### config.mk
export PLATFORM = sky130hd
export DESIGN_NAME = ss_sequencer
export DESIGN_NICKNAME = d
export VERILOG_FILES = /design/src/rtl/ss_pkg.sv /design/src/rtl/ss_enable_qual.sv /design/src/rtl/ss_cycle_counter.sv /design/src/rtl/ss_phase_decode.sv /design/src/rtl/ss_sequencer.sv
export SDC_FILE = /design/constraint.sdc
export NUM_CORES = 1
export LEC_CHECK = 0
export CORE_MARGIN = 2
export CORE_UTILIZATION = 43
export DETAILED_ROUTE_END_ITERATION = 7
export PLACE_DENSITY = 0.72
export SETUP_SLACK_MARGIN = 0.3
export SLEW_MARGIN = 20
export SYNTH_ARGS = -nofsm -noshare
export SYNTH_HDL_FRONTEND = slang
export SYNTH_SLANG_ARGS = --single-unit
### constraint.sdc
create_clock -name clk -period 1.44 [get_ports clk]
set_input_delay 0.288 -clock clk [delete_from_list [all_inputs] [get_ports clk]]
set_output_delay 0.288 -clock clk [all_outputs]
set_load 0.02 [all_outputs]
### src/rtl/ss_pkg.sv
package ss_pkg;

    typedef enum logic [1:0] {
        MODE_HIZ    = 2'b00,
        MODE_LOW    = 2'b01,
        MODE_ACTIVE = 2'b10
    } pwm_mode_e;

    typedef struct packed {
        pwm_mode_e mode;
        logic      ramp;
        logic      good;
    } seq_out_t;

    function automatic logic vid_is_sleep(input logic [4:0] code);
        return &code;
    endfunction

endpackage

### src/rtl/ss_enable_qual.sv
module ss_enable_qual (
    input  logic       clk,
    input  logic       rst,
    input  logic       por_ok,
    input  logic       en_ok,
    input  logic [4:0] vid,
    output logic       en_now,
    output logic       run_q
);
    import ss_pkg::*;

    assign en_now = por_ok && en_ok && !vid_is_sleep(vid);

    always_ff @(posedge clk) begin
        if (rst) run_q <= 1'b0;
        else     run_q <= en_now;
    end

    // the sleep code always leaves the block stopped one edge later
    p_sleep_stops_r1: assert property (@(posedge clk) disable iff (rst)
        (vid == 5'b11111) |=> !run_q);

endmodule

### src/rtl/ss_cycle_counter.sv
module ss_cycle_counter #(
    parameter int LIMIT = 2048,
    parameter int CW    = $clog2(LIMIT + 1)
) (
    input  logic          clk,
    input  logic          rst,
    input  logic          en_now,
    input  logic          run_q,
    input  logic          tick,
    output logic [CW-1:0] count
);
    localparam logic [CW-1:0] SAT = CW'(LIMIT);

    always_ff @(posedge clk) begin
        if (rst || !en_now)                    count <= '0;
        else if (run_q && tick && count != SAT) count <= count + 1'b1;
    end

    // once saturated and still enabled, the count holds
    p_saturate_r8: assert property (@(posedge clk) disable iff (rst)
        (count == SAT && en_now) |=> count == SAT);

    // without a tick the count does not move while enabled
    p_hold_no_tick_r6: assert property (@(posedge clk) disable iff (rst)
        (!tick && en_now) |=> $stable(count));

endmodule

### src/rtl/ss_phase_decode.sv
module ss_phase_decode #(
    parameter int HIZ_CYCLES   = 32,
    parameter int CLAMP_CYCLES = 150,
    parameter int PG_CYCLES    = 2048,
    parameter int CW           = 12
) (
    input  logic              clk,
    input  logic              rst,
    input  logic              run_q,
    input  logic [CW-1:0]     count,
    input  logic              vout_ok,
    output ss_pkg::seq_out_t  out
);
    import ss_pkg::*;

    localparam logic [CW-1:0] LOW_AT = CW'(HIZ_CYCLES);
    localparam logic [CW-1:0] ACT_AT = CW'(HIZ_CYCLES + CLAMP_CYCLES);
    localparam logic [CW-1:0] PG_AT  = CW'(PG_CYCLES);

    always_comb begin
        out = '{mode: MODE_HIZ, ramp: 1'b0, good: 1'b0};
        if (run_q) begin
            if (count >= ACT_AT)      out.mode = MODE_ACTIVE;
            else if (count >= LOW_AT) out.mode = MODE_LOW;
            out.ramp = (count >= LOW_AT);
            out.good = (count >= PG_AT) && vout_ok;
        end
    end

    // power-good implies the outputs are switching
    p_good_needs_active_r7: assert property (@(posedge clk) disable iff (rst)
        out.good |-> out.mode == MODE_ACTIVE);

    // leaving active mode only goes back to high-impedance
    p_active_exit_r9: assert property (@(posedge clk) disable iff (rst)
        ($past(out.mode) == MODE_ACTIVE && out.mode != MODE_ACTIVE) |-> out.mode == MODE_HIZ);

endmodule

### src/rtl/ss_sequencer.sv
module ss_sequencer #(
    parameter int HIZ_CYCLES   = 32,
    parameter int CLAMP_CYCLES = 150,
    parameter int PG_CYCLES    = 2048
) (
    input  logic       clk,
    input  logic       rst,
    input  logic       por_ok,
    input  logic       en_ok,
    input  logic [4:0] vid,
    input  logic       phase_tick,
    input  logic       vout_ok,
    output logic [1:0] pwm_mode,
    output logic       ramp_en,
    output logic       pwr_good
);
    import ss_pkg::*;

    localparam int CW = $clog2(PG_CYCLES + 1);

    logic          en_now;
    logic          run_q;
    logic [CW-1:0] count;
    seq_out_t      dec;

    ss_enable_qual u_qual (
        .clk(clk), .rst(rst), .por_ok(por_ok), .en_ok(en_ok), .vid(vid),
        .en_now(en_now), .run_q(run_q)
    );

    ss_cycle_counter #(.LIMIT(PG_CYCLES), .CW(CW)) u_cnt (
        .clk(clk), .rst(rst), .en_now(en_now), .run_q(run_q),
        .tick(phase_tick), .count(count)
    );

    ss_phase_decode #(
        .HIZ_CYCLES(HIZ_CYCLES), .CLAMP_CYCLES(CLAMP_CYCLES),
        .PG_CYCLES(PG_CYCLES), .CW(CW)
    ) u_dec (
        .clk(clk), .rst(rst), .run_q(run_q), .count(count),
        .vout_ok(vout_ok), .out(dec)
    );

    assign pwm_mode = dec.mode;
    assign ramp_en  = dec.ramp;
    assign pwr_good = dec.good;

    // a lost enable condition forces shutdown outputs one edge later
    p_shutdown_r9: assert property (@(posedge clk) disable iff (rst)
        !(por_ok && en_ok && vid != 5'b11111) |=> (pwm_mode == 2'b00 && !ramp_en && !pwr_good));

    // reset leaves the outputs quiet
    p_reset_quiet_r2: assert property (@(posedge clk)
        rst |=> (pwm_mode == 2'b00 && !pwr_good));

endmodule

==> results.cfg, run 1 <==
[die]
io_pins = 15
start_util = 0.462
rows = 14
die_x_um = 44.2
die_h_um = 44.2
core_area_um2 = 1510
fp.dieArea_um2 = 1960

[critical_path]
cp.arrival_ns = 1.60
worstSetupPathType = reg2out
cp-end-kind = output pin
cp.required_ns = 1.15
critical_path.max_fanout = 2
cp-start-kind = flip-flop

[run_status]
violations = negative setup slack
outcome = finished with violations

[routing]
drtPass1Iterations = 4
vias_per_cell = 6.28
drc = 0
wl_per_cell_um = 21.8
drt_wl_total_um = 3250
vias = 936
drt_iter0_drc = 30
ant_nets = 0

[power_and_ir_drop]
peakVddDrop_mv = 0.742
p_per_area_nw_per_um2 = 462
p_leak_nw = 0.592

[run]
drv_cap = 0

[timing]
finClkSkew_ns = 0.0109
maxSlewViolCount = 0
fin_crit_sh = 1.31
max_freq_mhz = 530
setup_tns_ns = -1.38
finalWorstSetupSlack_ns = -0.447
grt_setup_unrepaired = true
fin_crit_ns = 1.89
slew_headroom = 0.807
setup_viol = 9
worst_pin_slew_ns = 0.286
hold_viol = 0

[clock_tree]
clk_pin_slew_ns = 0.09
cts-root-buf = clkbuf_4
cts.sinks = 13
htreeDepth = 1
clk_latency_ns = 0.30
cts_made_buffers = 3
hold_buffers = 0
cts_buffer_depth = 2
cts_tree = built

[synth]
syn_nets = 97
yosys_warnings = 0
async_flop_share = 0
synth_ff_type = dfxtp_1
ys_seq_elements = 13
syn_inst = 84
ys_types = 24
synth_edf_count = 0
syn_avg_cell_area_um2 = 8.28
syn_area_um2 = 696
seq_area_frac_synth = 0.374

[finish]
nets = 147
final_cell_area_um2 = 1420
syn_to_final_growth_pct = 104
drive_above_1_share = 0.617
antenna_cells = 0
n_fill_cell = 42
final_util = 0.944

[global_routing]
met2_usage = 0.526
grt_use_total = 0.311
grt.overflow.total = 0
grt_antenna_before_repair = 0
use_met1 = 0.323
grt_pass1_wl_um = 4150
grt_util_met3 = 0.0939
first_global_vias = 932
busiest_layer = met2
grt_max_degree = 14

[place]
hpwl_um = 1460
dpl_cell_area_um2 = 1080
portBuffers = 14
gp_congestion = 0.835

[hold_path]
min_path_type = reg2reg
[cell usage after synthesis, types with 3 or more instances]
library cell | n | area, µm²
a21oi_1 | 5 | 25.0
and3_1 | 3 | 18.8
dfxtp_1 | 13 | 260
inv_1 | 6 | 22.5
nand2_1 | 5 | 18.8
nand3_1 | 3 | 15.0
nor2_1 | 11 | 41.3
nor3_1 | 6 | 30.0
nor4_1 | 3 | 18.8
o21ai_0 | 4 | 20.0
xnor2_1 | 8 | 70.1
[kinds of logic after synthesis]
family | synth area share
compound gates | 0.113
flops | 0.374
xor+xnor | 0.101
simple gates | 0.324
buf+inv | 0.0378
fa+ha+maj | 0.0360
mux | 0.0144
[cell usage in the layout, fill, tap and decap left out, types with 4 or more instances in the layout]
| cell | count |
|---|---|
| buf_6 | 13 |
| dfxtp_4 | 6 |
| inv_1 | 5 |
| nor2_1 | 11 |
| xnor2_1 | 8 |
| buf_4 | 22 |
| a21oi_2 | 5 |
| clkdlybuf4s50_1 | 9 |
| dfxtp_2 | 4 |
[worst max-delay path, cell delays in order, from the launching register on]
cell	delay, ns
dfxtp_2	0.35
inv_2	0.06
ha_4	0.16
o21ai_2	0.13
a21oi_2	0.08
o21ai_2	0.15
and4b_2	0.25
buf_6	0.12
[area by class of cell]
| type | instances | area (µm²) | area share |
|---|---|---|---|
| multi-input cells | 64 | 639 | 0.450 |
| flip-flops and latches | 13 | 288 | 0.202 |
| inverters | 6 | 22.5 | 0.0158 |
| well taps | 16 | 20.0 | 0.0141 |
| clock buffers | 4 | 26.3 | 0.0185 |
| repair buffers | 46 | 425 | 0.299 |
[worst paths after layout]
path / start / to / slack (ns) / cells after the start
max: u_cnt.count[0] / pwm_mode[0] / -0.45 / 7
min: u_cnt.count[1] / u_cnt.count[1] / 0.63 / 2
max reg2reg: u_cnt.count[1] / u_cnt.count[11] / -0.12 / 6
min reg2reg: u_cnt.count[1] / u_cnt.count[1] / 0.63 / 2
[per-layer routing]
metal,wire [µm],share of wire
met2,1590,0.49
met3,264,0.081
met1,1200,0.37
met4,195,0.060
met5,0,0
[registers in the layout (all words and copies together) (netlist names)]
signal / count
u_qual.run_q: 1
u_cnt.count: 12
[stage by stage]
stage / power (mW) / cells / hold slack, ns / worst slack [ns]
after global routing: 0.677 / 149 / 0.646 / -0.514
after floorplan: 0.376 / 84 / 0.486 / -0.00913
after detailed placement: 0.414 / 138 / 0.535 / -0.557
final: 0.657 / 149 / 0.629 / -0.447
after global placement: 0.413 / 138 / 0.517 / -0.536
after CTS: 0.642 / 145 / 0.596 / -0.373
[report_power, final]
part	total (mW)	leakage, nW	switching [mW]	internal [mW]
combinational	0.0597	0.465	0.0242	0.0355
clock	0.245	0.0150	0.137	0.108
sequential	0.352	0.112	0.00270	0.350
total	0.657	0.592	0.164	0.493
[timing repair]
action,in CTS,in global routing
setup buffers,3,4
cloned,0,0
setup endpoints to repair,16,17
resized for setup,63,16
pin swaps,19,15
No activity file was read; power rests on OpenSTA's default activity.
==> inputs of run 2 (changes only) <==
==> constraint.sdc (replaced) <==
create_clock -name clk -period 1.44 [get_ports clk]
set_input_delay 0.432 -clock clk [delete_from_list [all_inputs] [get_ports clk]]
set_output_delay 0.432 -clock clk [all_outputs]
set_load 0.02 [all_outputs]
==> run 2 against run 1 <==
The run now fails in global routing (5_1_grt). Area after synthesis did not move. Synthesized cell count did not move.
==> results.cfg, run 2 <==
[run_status]
outcome = aborted with a tool error
haltStage = global routing (5_1_grt)
error = [ERROR DPL-0033] detailed placement checks failed during check placement.

[synth]
synthDominantCellAreaShare = 0.374
ys_types = 24
netlist_top_cells_count = dfxtp_1, nor2_1, xnor2_1, inv_1, nor3_1
yosysMostFrequentCell = dfxtp_1
syn_inst = 84
seq_area_frac_synth = 0.374
syn_nets = 97
synth_ff_type = dfxtp_1
yosys.area.top_type = dfxtp_1
yosys_warnings = 0
synth.area.top_cells = dfxtp_1, xnor2_1, nor2_1, nor3_1, a21oi_1
syn_area_um2 = 696
ys_seq_elements = 13
async_flop_share = 0
syn_avg_cell_area_um2 = 8.28
synth_edf_count = 0

[global_routing]
grt_max_degree = 8
grt_antenna_before_repair = 0

[die]
die_h_um = 44.2
die_x_um = 44.2
io_pins = 15
rows = 14
start_util = 0.462

[timing]
endpoint_type = top-level output
worstEndpointGrtRepair = pwm_mode[0]

[place]
gp_congestion = 0.837
hpwl_um = 1480
portBuffers = 14

[clock_tree]
htreeDepth = 1
cts_made_buffers = 3
cts.sinks = 13
cts_buffer_depth = 2
cts-root-buf = clkbuf_4
hold_buffers = 0
run 2: cell counts after synthesis:
No cell type changed its count.
run 2: metrics by stage:
step                std cells  worst slack, ns  area [µm²]  hold WS (ns)   util
CTS                       146           -0.504        1370         0.599  0.909
detailed placement        138           -0.690        1100         0.542  0.729
global placement          138           -0.670        1100         0.517  0.729
floorplan                  84           -0.153         764         0.496      -
run 2: kinds of logic after synthesis:
family | synth area share
AND/OR/NAND/NOR | 0.324
AO/OA/AOI/OAI | 0.113
adder cells (fa/ha/maj) | 0.0360
flip-flops | 0.374
buffers and inverters | 0.0378
multiplexers | 0.0144
XOR/XNOR | 0.101
run 2: repair_timing:
action / in CTS
gates resized for setup: 74
buffers inserted: 3
gates cloned: 1
setup endpoints to repair: 17
pin swaps: 32
==> inputs of run 3 (changes only) <==
- CORE_AREA: unset -> 2 2 63 65
- CORE_MARGIN: 2 -> unset
- CORE_UTILIZATION: 43 -> unset
- DIE_AREA: unset -> 0 0 65 67
- PLACE_DENSITY: 0.72 -> unset
- PLACE_DENSITY_LB_ADDON: unset -> 0.15
- SETUP_SLACK_MARGIN: 0.3 -> unset
- clock period: 1.44 -> 1.9 ns (I/O delays scaled with it)
==> run 3 against run 2 <==
The flow now finishes, with violations (negative setup slack).
==> results.cfg, run 3 (synthesis results as in run 1) <==
[power_and_ir_drop]
p_sw_uw = 115
p_per_area_nw_per_um2 = 490
switching_share = 0.205
p_leak_nw = 0.422
internal_power_uw = 446
peakVddDrop_mv = 0.136
power_uw = 561
seq_power_share = 0.491
power_frac_comb = 0.062
pwr-share-clk = 0.447

[clock_tree]
clk_pin_slew_ns = 0.06
cts.sinks = 13
cts_buffer_depth = 2
cts_made_buffers = 3
cts-root-buf = clkbuf_8
cts_tree = built
clk_latency_ns = 0.24
htreeDepth = 1
hold_buffers = 0

[routing]
drc = 0
wl_per_cell_um = 10.8
vias = 720
ant_nets = 0
vias_per_cell = 4.19
drt_iter0_drc = 32
drt_wl_total_um = 1850
drtPass1Iterations = 3

[global_routing]
grt_use_total = 0.103
met2_usage = 0.184
use_met1 = 0.120
grt.overflow.total = 0
grt_max_degree = 14
busiest_layer = met2
first_global_vias = 780
grt_pass1_wl_um = 3500
grt_antenna_before_repair = 0
grt_util_met3 = 0.0253

[die]
io_pins = 15
core_area_um2 = 3610
rows = 22
start_util = 0.193
die_x_um = 65
die_h_um = 67
fp.dieArea_um2 = 4360

[hold_path]
min-delay-start = u_cnt.count[1]
min_path_type = reg2reg
min_path_cells = 2
min_to = u_cnt.count[1]

[critical_path]
cp-start-kind = flip-flop
r2r_start = u_cnt.count[1]
path_buf_inv = 2
path_cells = inv_2 -> ha_4 -> o21ai_2 -> a21oi_2 -> o21ai_2 -> and4b_1 -> buf_6
critical_path.max_fanout = 2
cp-startpoint = u_cnt.count[0]
r2r_end = u_cnt.count[2]
rrSetupSlack_ns = 0.21
cp-end-kind = output pin
cpMaxStageDelayCell = dfxtp_2
critPathTopFamily = flip-flops
worstSetupPathType = reg2out
cp.arrival_ns = 1.41
cp.required_ns = 1.33
ff2ff_path_depth = 6
crit_top_cell = o21ai_2
cp_slowest_stage_delay_ns = 0.33

[finish]
top_register = u_cnt.count
antenna_cells = 0
final_cell_area_um2 = 1150
drive_above_1_share = 0.347
multi_input_area_um2 = 450
reg_top3 = u_cnt.count x12, u_qual.run_q x1
layout_common_cells = buf_4, nor2_1, dfxtp_1, clkdlybuf4s50_1, xnor2_1
syn_to_final_growth_pct = 64.7
final_cells = 172
layout_commonest_cell = buf_4
nets = 138
largest_reg_flops = 12
final_util = 0.318
seqCellArea_um2 = 263
n_fill_cell = 388

[place]
portBuffers = 14
dp.cells = 165
gp_congestion = 0.839
hpwl_um = 1470
pre_cts_ws_ns = -0.508
dpl_cell_area_um2 = 1040

[timing]
slew_headroom = 0.651
grt_setup_unrepaired = true
timing.hold.ws_ns = 0.565
maxSlewViolCount = 0
setup_tns_ns = -0.165
fin_crit_ns = 1.98
finClkSkew_ns = 0.00162
setup_viol = 2
fin_crit_sh = 1.04
max_freq_mhz = 504
worst_pin_slew_ns = 0.516
hold_viol = 0
finalWorstSetupSlack_ns = -0.0839

[run_status]
violations = negative setup slack
outcome = finished with violations

[run]
drv_cap = 0
run 3: layout make-up:
cell class              count  area share
clock buffers               4      0.0393
inverters                   6      0.0197
multi-input cells          64       0.393
flip-flops and latches     13       0.229
well taps                  48      0.0524
repair buffers             37       0.266
run 3: worst max path at each step:
stage | end | slack, ns | cells after the start
after global placement | pwm_mode[0] | -0.44 | 7
after CTS | pwm_mode[0] | -0.17 | 7
after floorplan | pwm_mode[0] | 0.05 | 6
after detailed placement | pwm_mode[0] | -0.51 | 7
after global routing | pwm_mode[0] | -0.21 | 7
final | pwm_mode[0] | -0.08 | 7
run 3: worst min-delay path, stage by stage, from the launching register on:
cell,delay [ns]
dfxtp_2,0.35
ha_4,0.13
a211oi_1,0.05
run 3: routing by layer:
| metal | vias to the layer above | part of all wire |
|---|---|---|
| met1 | 331 | 0.45 |
| met4 | 0 | 0.0097 |
| met2 | 8 | 0.51 |
| met3 | 2 | 0.028 |
| li1 | 379 | - |
| met5 | - | 0 |
run 3: repair_timing:
item	4_1_cts	5_1_grt
pin swaps	5	4
endpoints found under the hold margin	0	0
setup buffers	2	1
endpoints found under the setup margin	4	3
gates resized for setup	30	3
run 3: power groups by stage:
| stage | clock network [mW] | registers [mW] | logic [mW] |
|---|---|---|---|
| 5_1_grt | 0.275 | 0.276 | 0.0386 |
| 3_3_place_gp | 0 | 0.282 | 0.0333 |
| 6_report | 0.251 | 0.276 | 0.0347 |
| 3_5_place_dp | 0 | 0.281 | 0.0337 |
| 2_1_floorplan | 0 | 0.281 | 0.00778 |
| 4_1_cts | 0.260 | 0.276 | 0.0348 |
